===== src/rtl/gpio_edge_pkg.sv =====
package gpio_edge_pkg;
  localparam int unsigned LINES  = 16;
  localparam int unsigned ADDR_W = 8;
  localparam int unsigned SYNC_N = 2;

  localparam int unsigned OFF_DIN  = 'h00;
  localparam int unsigned OFF_DOUT = 'h04;
  localparam int unsigned OFF_DIR  = 'h08;
  localparam int unsigned OFF_EDGE = 'h0C;
  localparam int unsigned OFF_MASK = 'h10;
  localparam int unsigned OFF_STAT = 'h14;

  typedef enum logic [2:0] {
    SEL_NONE, SEL_DIN, SEL_DOUT, SEL_DIR, SEL_EDGE, SEL_MASK, SEL_STAT
  } reg_sel_e;
endpackage


===== src/rtl/gpio_edge_sync.sv =====
module gpio_edge_sync #(
  parameter int unsigned N      = gpio_edge_pkg::LINES,
  parameter int unsigned STAGES = gpio_edge_pkg::SYNC_N
) (
  input  logic         clk_i,
  input  logic         rst_ni,
  input  logic [N-1:0] pin_i,
  output logic [N-1:0] din_o,
  output logic [N-1:0] prev_o
);
  logic [STAGES-1:0][N-1:0] stg_q;
  logic [N-1:0]             prev_q;

  for (genvar s = 0; s < STAGES; s++) begin : g_stage
    always_ff @(posedge clk_i or negedge rst_ni) begin
      if (!rst_ni) stg_q[s] <= '0;
      else if (s == 0) stg_q[s] <= pin_i;
      else stg_q[s] <= stg_q[(s == 0) ? 0 : s-1];
    end
  end

  // one-cycle-old copy for edge detection
  always_ff @(posedge clk_i or negedge rst_ni) begin
    if (!rst_ni) prev_q <= '0;
    else         prev_q <= stg_q[STAGES-1];
  end

  assign din_o  = stg_q[STAGES-1];
  assign prev_o = prev_q;
endmodule


===== src/rtl/gpio_edge_regs.sv =====
module gpio_edge_regs
  import gpio_edge_pkg::*;
#(
  parameter int unsigned N  = LINES,
  parameter int unsigned AW = ADDR_W
) (
  input  logic          clk_i,
  input  logic          rst_ni,
  input  logic [AW-1:0] addr_i,
  input  logic          we_i,
  input  logic          re_i,
  input  logic [N-1:0]  wdata_i,
  input  logic [N-1:0]  din_i,
  input  logic [N-1:0]  stat_i,
  output logic [N-1:0]  rdata_o,
  output logic [N-1:0]  dout_o,
  output logic [N-1:0]  dir_o,
  output logic [N-1:0]  edge_o,
  output logic [N-1:0]  mask_o,
  output logic [N-1:0]  clr_o
);
  reg_sel_e     sel;
  logic [N-1:0] dout_q, dir_q, edge_q, mask_q, rdata_q, rd_mux;

  always_comb begin
    unique case (addr_i)
      AW'(OFF_DIN):  sel = SEL_DIN;
      AW'(OFF_DOUT): sel = SEL_DOUT;
      AW'(OFF_DIR):  sel = SEL_DIR;
      AW'(OFF_EDGE): sel = SEL_EDGE;
      AW'(OFF_MASK): sel = SEL_MASK;
      AW'(OFF_STAT): sel = SEL_STAT;
      default:       sel = SEL_NONE;
    endcase
  end

  always_ff @(posedge clk_i or negedge rst_ni) begin
    if (!rst_ni) begin
      dout_q <= '1;
      dir_q  <= '1;
      edge_q <= '1;
      mask_q <= '1;
    end else if (we_i) begin
      case (sel)
        SEL_DOUT: dout_q <= wdata_i;
        SEL_DIR:  dir_q  <= wdata_i;
        SEL_EDGE: edge_q <= wdata_i;
        SEL_MASK: mask_q <= wdata_i;
        default: ;
      endcase
    end
  end

  assign clr_o = (we_i && sel == SEL_STAT) ? wdata_i : '0;

  always_comb begin
    case (sel)
      SEL_DIN:  rd_mux = din_i;
      SEL_DOUT: rd_mux = dout_q;
      SEL_DIR:  rd_mux = dir_q;
      SEL_EDGE: rd_mux = edge_q;
      SEL_MASK: rd_mux = mask_q;
      SEL_STAT: rd_mux = stat_i;
      default:  rd_mux = '0;
    endcase
  end

  always_ff @(posedge clk_i or negedge rst_ni) begin
    if (!rst_ni) rdata_q <= '0;
    else         rdata_q <= re_i ? rd_mux : '0;
  end

  assign rdata_o = rdata_q;
  assign dout_o  = dout_q;
  assign dir_o   = dir_q;
  assign edge_o  = edge_q;
  assign mask_o  = mask_q;


  ro_write_ignored_chk: assert property (@(posedge clk_i) disable iff (!rst_ni)
    (we_i && (sel == SEL_DIN || sel == SEL_NONE)) |=>
      $stable({dout_q, dir_q, edge_q, mask_q}));


  unmapped_read_zero_chk: assert property (@(posedge clk_i) disable iff (!rst_ni)
    (re_i && sel == SEL_NONE) |=> (rdata_o == '0));
endmodule


===== src/rtl/gpio_edge_irq.sv =====
module gpio_edge_irq #(
  parameter int unsigned N = gpio_edge_pkg::LINES
) (
  input  logic         clk_i,
  input  logic         rst_ni,
  input  logic [N-1:0] din_i,
  input  logic [N-1:0] prev_i,
  input  logic [N-1:0] dir_i,
  input  logic [N-1:0] edge_i,
  input  logic [N-1:0] mask_i,
  input  logic [N-1:0] clr_i,
  output logic [N-1:0] stat_o,
  output logic         irq_o
);
  logic [N-1:0] hit, stat_q;

  for (genvar i = 0; i < N; i++) begin : g_line
    logic trig;
    assign trig   = edge_i[i] ? (din_i[i] & ~prev_i[i]) : (~din_i[i] & prev_i[i]);
    assign hit[i] = trig & dir_i[i] & ~mask_i[i];

    // set beats clear on collision
    always_ff @(posedge clk_i or negedge rst_ni) begin
      if (!rst_ni)     stat_q[i] <= 1'b0;
      else if (hit[i]) stat_q[i] <= 1'b1;
      else if (clr_i[i]) stat_q[i] <= 1'b0;
    end
  end

  assign stat_o = stat_q;
  assign irq_o  = |stat_q;


  stat_qualified_chk: assert property (@(posedge clk_i) disable iff (!rst_ni)
    1'b1 |=> ((stat_q & ~$past(stat_q) & ~$past(dir_i & ~mask_i)) == '0));


  stat_cleared_chk: assert property (@(posedge clk_i) disable iff (!rst_ni)
    1'b1 |=> ((stat_q & $past(clr_i & ~hit)) == '0));


  edge_beats_clear_chk: assert property (@(posedge clk_i) disable iff (!rst_ni)
    1'b1 |=> ((stat_q & $past(hit)) == $past(hit)));
endmodule


===== src/rtl/gpio_edge_ctrl.sv =====
module gpio_edge_ctrl
  import gpio_edge_pkg::*;
#(
  parameter int unsigned N  = LINES,
  parameter int unsigned AW = ADDR_W
) (
  input  logic          clk_i,
  input  logic          rst_ni,
  input  logic [AW-1:0] addr_i,
  input  logic          we_i,
  input  logic          re_i,
  input  logic [N-1:0]  wdata_i,
  output logic [N-1:0]  rdata_o,
  input  logic [N-1:0]  pin_i,
  output logic [N-1:0]  pin_o,
  output logic [N-1:0]  pin_oe_o,
  output logic          irq_o
);
  logic [N-1:0] din, prev, dout, dir, edge_sel, mask, clr, stat;

  gpio_edge_sync #(.N(N), .STAGES(SYNC_N)) i_sync (
    .clk_i, .rst_ni, .pin_i, .din_o(din), .prev_o(prev)
  );

  gpio_edge_regs #(.N(N), .AW(AW)) i_regs (
    .clk_i, .rst_ni, .addr_i, .we_i, .re_i, .wdata_i,
    .din_i(din), .stat_i(stat), .rdata_o,
    .dout_o(dout), .dir_o(dir), .edge_o(edge_sel), .mask_o(mask), .clr_o(clr)
  );

  gpio_edge_irq #(.N(N)) i_irq (
    .clk_i, .rst_ni, .din_i(din), .prev_i(prev), .dir_i(dir),
    .edge_i(edge_sel), .mask_i(mask), .clr_i(clr), .stat_o(stat), .irq_o
  );

  assign pin_oe_o = ~dir;
  assign pin_o    = dout & ~dir;
endmodule


===== config.mk =====
export PLATFORM = sky130hd
export DESIGN_NAME = gpio_edge_ctrl
export DESIGN_NICKNAME = d
export VERILOG_FILES = /design/src/rtl/gpio_edge_pkg.sv /design/src/rtl/gpio_edge_sync.sv /design/src/rtl/gpio_edge_regs.sv /design/src/rtl/gpio_edge_irq.sv /design/src/rtl/gpio_edge_ctrl.sv
export SDC_FILE = /design/constraint.sdc
export NUM_CORES = 1
export LEC_CHECK = 0
export BUFFER_PORTS_ARGS = -buffer_cell sky130_fd_sc_hd__clkbuf_2
export CORE_UTILIZATION = 50
export CTS_BUF_LIST = sky130_fd_sc_hd__clkbuf_4
export DETAILED_ROUTE_END_ITERATION = 8
export PLACE_DENSITY = 0.71
export SLEW_MARGIN = 40
export SYNTH_ARGS = -nofsm -noshare
export SYNTH_HDL_FRONTEND = slang
export SYNTH_SLANG_ARGS = --single-unit

===== constraint.sdc =====
create_clock -name clk_i -period 1.3 [get_ports clk_i]
set_input_delay 0.195 -clock clk_i [delete_from_list [all_inputs] [get_ports clk_i]]
set_output_delay 0.195 -clock clk_i [all_outputs]
set_load 0.02 [all_outputs]

=== Word-level counts from Yosys, hierarchy flattened ===
Index checks and enable logic that the tools add are counted.
Widths: inputs -> output; s select.

* Equality and inequality tests: 11
* Mux-type cells: 52
* Bitwise operators: 114
* Reduce and logical (&&, ||, !) cells: 23

{| class="wikitable"
|+ Operator list
! cell !! number
|-
| $pmux 16 s6 || 1
|-
| $and 1x1->1 || 64
|-
| $mux 1 || 48
|-
| $not 1->1 || 48
|-
| $mux 16 || 2
|-
| $reduce_bool 2->1 || 16
|-
| $pmux 3 s6 || 1
|-
| $and 16x16->16 || 1
|-
| $eq 8x4->1 const B || 2
|-
| $eq 8x5->1 const B || 2
|-
| $not 16->16 || 1
|-
| $reduce_or 16->1 || 1
|-
| $eq 3x3->1 const B || 3
|-
| $eq 8x3->1 const B || 1
|-
| $logic_not 8->1 || 1
|-
| $reduce_and 2->1 || 4
|-
| $eq 3x2->1 const B || 2
|-
| $eq 3x1->1 const B || 1
|-
| $logic_and 1x1->1 || 1
|}

* Flip-flop bits (word level): 144
* Input port bits: 44
* Output and inout port bits: 49
* Word-level logic and storage cells: 224

=== Longest topological paths before layout ===
* Depth in word-level cells: 7
* Gate-level depth with buffers: 7

=== Cells and area by module ===
Synthesis repeated with hierarchy kept, for this count alone.

* Cell total of the unflattened synthesis: 487
* Area total of the unflattened synthesis: 6490.0 um^2

{| class="wikitable"
|+ By module, submodules not included
! module !! instances !! cells an instance !! area each (um^2) !! sequential area each (um^2)
|-
| gpio_edge_regs || 1 || 274 || 3816.2 || 2082.0
|-
| gpio_edge_sync || 1 || 64 || 1321.3 || 1201.2
|-
| gpio_edge_irq || 1 || 117 || 1192.4 || 400.4
|-
| gpio_edge_ctrl || 1 || 32 || 160.2 || 0.0
|}

=== Worst setup path before layout ===
No wires, ideal clock.

* Path kind: in2reg
* Start: input addr_i[4]
* End: register i_regs.dir_q[10] (netlist: i_regs.dir_o[10])
* Library setup time: 0.082 ns
* Data arrival time: 1.900 ns
* Data required time: 1.218 ns
* Path slack: -0.683 ns
* Stages on the path: 6
* Path buffers: 3
* Path through: buf_6 -> or4b_4 -> buf_6 -> nor3_2 -> buf_4 -> mux2_2

* Word-level cells in the longest chain between the ends: 4
* Elaborated cells between the ends (all ways): 9

{| class="wikitable"
|+ Ends and longest elaborated chain
! what !! line !! source
|-
| start, declared || gpio_edge_ctrl.sv:9 || <nowiki>input logic [AW-1:0] addr_i,</nowiki>
|-
| $eq 8x5->1 (tied with other cells) || gpio_edge_regs.sv:26 || <nowiki>unique case (addr_i)</nowiki>
|-
| $pmux 3 s6 (*) || gpio_edge_regs.sv:26 ||
|-
| $eq 3x2->1 (*) || gpio_edge_regs.sv:44 || <nowiki>case (sel)</nowiki>
|-
| $reduce_and 2->1 (no line) (*) || n/a ||
|-
| end signal, assigned || gpio_edge_regs.sv:46 || <nowiki>SEL_DIR: dir_q <= wdata_i;</nowiki>
|-
| end, declared || gpio_edge_regs.sv:23 || <nowiki>logic [N-1:0] dout_q, dir_q, edge_q, mask_q, rdata_q, rd_mux;</nowiki>
|}

Mark *: on every way between the ends. The rest lies on a longest branch, timed or not.
A chain may end at the register's enable or synchronous reset.

=== Worst setup path after layout ===
* Start: register i_irq.stat_q[15] (netlist: i_irq.stat_o[15])
* End: output irq_o

* Word-level cells in the longest chain between the ends: 1

{| class="wikitable"
|+ Ends and longest elaborated chain
! what !! line !! source
|-
| start, declared || gpio_edge_irq.sv:15 || <nowiki>logic [N-1:0] hit, stat_q;</nowiki>
|-
| start signal, assigned by index || gpio_edge_irq.sv:24 || <nowiki>if (!rst_ni) stat_q[i] <= 1'b0;</nowiki>
|-
| start signal, assigned by index || gpio_edge_irq.sv:25 || <nowiki>else if (hit[i]) stat_q[i] <= 1'b1;</nowiki>
|-
| start signal, assigned by index || gpio_edge_irq.sv:26 || <nowiki>else if (clr_i[i]) stat_q[i] <= 1'b0;</nowiki>
|-
| $reduce_or 16->1 || gpio_edge_irq.sv:31 || <nowiki>assign irq_o = |stat_q;</nowiki>
|-
| end, declared || gpio_edge_ctrl.sv:17 || <nowiki>output logic irq_o</nowiki>
|}

Every way passes these cells.

==> out/metrics.yaml <==
status: "complete, but fails checks"
violations: "negative setup slack"
setup.worst_path.start: "i_irq.stat_o[15]"
holdWs_ns: 0.129
synth_nets: 517
combPwrFrac_pct: 16.4
worst_clock_skew_ns: 0.0281
routedWlPerCell_um: 19.4
syn_area_mm2: 0.00622
setup_violations: 41
place.gp.congestion: 0.816
dieArea_mm2: 0.0129
switching_share_pct: 25.6
die_height_um: 114
power.density_mw_per_mm2: 1120
ys_types: 29
power_switching_w: 0.00253
htree_levels: 4
p_int_w: 0.00736
relSlewSlack_pct: 70.8
crit_fanout: 2
tritoncts: "done"
ant_nets: 0
r2r_start: "i_regs.dir_o[2]"
synth_area_leaders: "dfrtp_1, dfstp_2, mux2_2"
synth_ff_type: "dfrtp_1"
async_flop_share_pct: 100
dieWidth_um: 114
grt_overflow_total: 0
cts.sinks: 144
hp-class: "in2async"
end_kind: "primary output"
final_util_pct: 73.1
clock_latency_ns: 0.56
max-clock-path-buffers: 2
pwr-share-clk_pct: 31.7
antenna_found_initial: 0
grt_pass1_vias: 5122
ir_worst_vdd_uv: 1110
syn_inst: 473
viasPerCell: 5.57
setup-tns-final_ns: -8.22
p_seq_share_pct: 51.9
period_share_pct: 152
finalPower_w: 0.00989
rsz0062_at_grt: "yes"
numCtsBuffers: 17
vias: 4803
drt_iter0_markers: 372
setup_ws_ns: -0.679
p_leak_nw: 3.96
timing.fmax_ghz: 0.505
grt_pass1_wl_um: 26200
grt_start_max_net_pins: 40
final_common_cell: "buf_4"
grt_use_total_pct: 27.1
core-area_mm2: 0.0121
drcViolationCount: 0
cp.required_ns: 1.11
cp.arrival_ns: 1.78
dpl.hpwl_um: 10000
critPathLaunchType: "flip-flop"
dp_slack_ns: -0.580
setup.worst_path.class: "reg2out"
path_clk_slew_ns: 0.11
cts-root-buf: "clkbuf_4"
syn_area_per_cell_um2: 13.1
crit_chain: "nor4_4 -> buf_4 -> nand4_1 -> buf_2"
synth_edf_count: 0
drv_slew: 0
layout-drive-gt1-share_pct: 54.2
area_growth_pct: 41.8
antennaDiodeCount: 0
finalNetCount: 725
io_buffers: 92
yosys.area.top_type_share_pct: 32.2
yosys_warnings: 0
yosys.area.top_type: "dfrtp_1"
std_cell_rows: 40
seq_area_frac_synth_pct: 59.2
hold_viol: 0
drv_cap: 0
synth-seq-cells: 144
ios: 93
max_stage_delay_ns: 0.42
drt-total-wl_um: 16800
worst_pin_slew_ns: 0.438
layout_common_cells: "buf_4, dfrtp_1, dfstp_2, mux2i_1, clkbuf_2"
cpMaxStageDelayCell: "dfrtp_1"
start_util_pct: 51.5
dr.pass1.iters: 6
post-route-min-period_ns: 1.98
[synth_stat cells, types with 2 or more instances]
cell type,number
mux2i_1,48
mux2_2,54
o22ai_1,31
nand4_1,17
buf_1,5
buf_6,5
nor2_1,16
buf_2,4
inv_1,34
dfstp_2,64
nand2_1,15
nand2b_1,16
clkbuf_1,8
nor4_1,4
nor3_2,2
o21a_1,16
or3_1,2
mux2_4,10
nor4b_1,3
nor2b_1,16
dfrtp_1,80
a32o_1,16
[per-stage QoR]
step	instance area [um2]	instances
after floorplan	6470	473
after global placement	7390	760
after detailed placement	7390	760
after CTS	8550	857
after global routing	8820	862
final	8820	862
[worst paths after layout]
check,endpoint,slack [ns],cells past startpoint
worst max-delay path,irq_o,-0.68,4
worst min-delay path,i_sync.prev_o[5],0.13,2
worst max register to register,i_regs.rdata_o[2],-0.01,5
worst min register to register,i_sync.din_o[11],0.34,0
max in group asynchronous,i_regs.dout_o[6],0.53,3
min in group clk_i,i_regs.rdata_o[3],0.14,4
[what timing repair did]
| action | CTS | global route |
|---|---|---|
| gates resized for setup | 81 | 105 |
| setup endpoints to repair | 49 | 54 |
| endpoints found under the hold margin | 192 | 0 |
| pin swaps | 1 | 2 |
| hold buffers | 33 | 0 |
| buffers inserted | 32 | 5 |
[registers in the layout (all words and copies together), names as in the netlist]
name / cells
i_regs.rdata_o: 16
i_sync.din_o: 16
i_regs.dout_o: 16
i_sync.stg_q: 16
i_irq.stat_o: 16
i_regs.edge_o: 16
i_regs.dir_o: 16
i_regs.mask_o: 16
i_sync.prev_o: 16
[critical path: cells and delay by family (launching register included)]
kind / cells / cell delay, ns
simple gates: 2 / 0.46
flops: 1 / 0.42
buf+inv: 2 / 0.36
[power groups by stage]
stage / registers, W / clock network [W] / logic [W]
floorplan: 0.00512 / 0 / 0.000642
global placement: 0.00517 / 0 / 0.00124
detailed placement: 0.00519 / 0 / 0.00128
CTS: 0.00512 / 0.00321 / 0.00154
global route: 0.00517 / 0.00340 / 0.00174
finish: 0.00513 / 0.00314 / 0.00162
[cells by family (layout without fill, tap and decap cells)]
family / after synthesis / after routing / synth area share, %
AOI/OAI and AO/OA: 64 / 64 / 7.71
buffers and inverters: 57 / 278 / 4.19
DFF: 144 / 144 / 59.2
muxes: 112 / 112 / 19.9
and+or+nand+nor: 96 / 96 / 8.94
[area by class of cell]
cell class | count | area (um2)
clock buffer | 20 | 150
clock inverter | 12 | 166
fill | 780 | 3240
inverter | 34 | 128
multi-input combinational | 272 | 2570
sequential | 144 | 3680
tap | 168 | 210
timing repair buffer | 212 | 1910
[per-layer routing]
| metal | GRT usage, % | routed length (um) | up-vias |
|---|---|---|---|
| li1 | - | - | 2122 |
| met1 | 34.0 | 6900 | 2406 |
| met2 | 44.6 | 8360 | 224 |
| met3 | 6.59 | 1030 | 51 |
| met4 | 12.3 | 460 | 0 |
| met5 | 0 | 0 | - |
(Power assumes the default switching activity.)
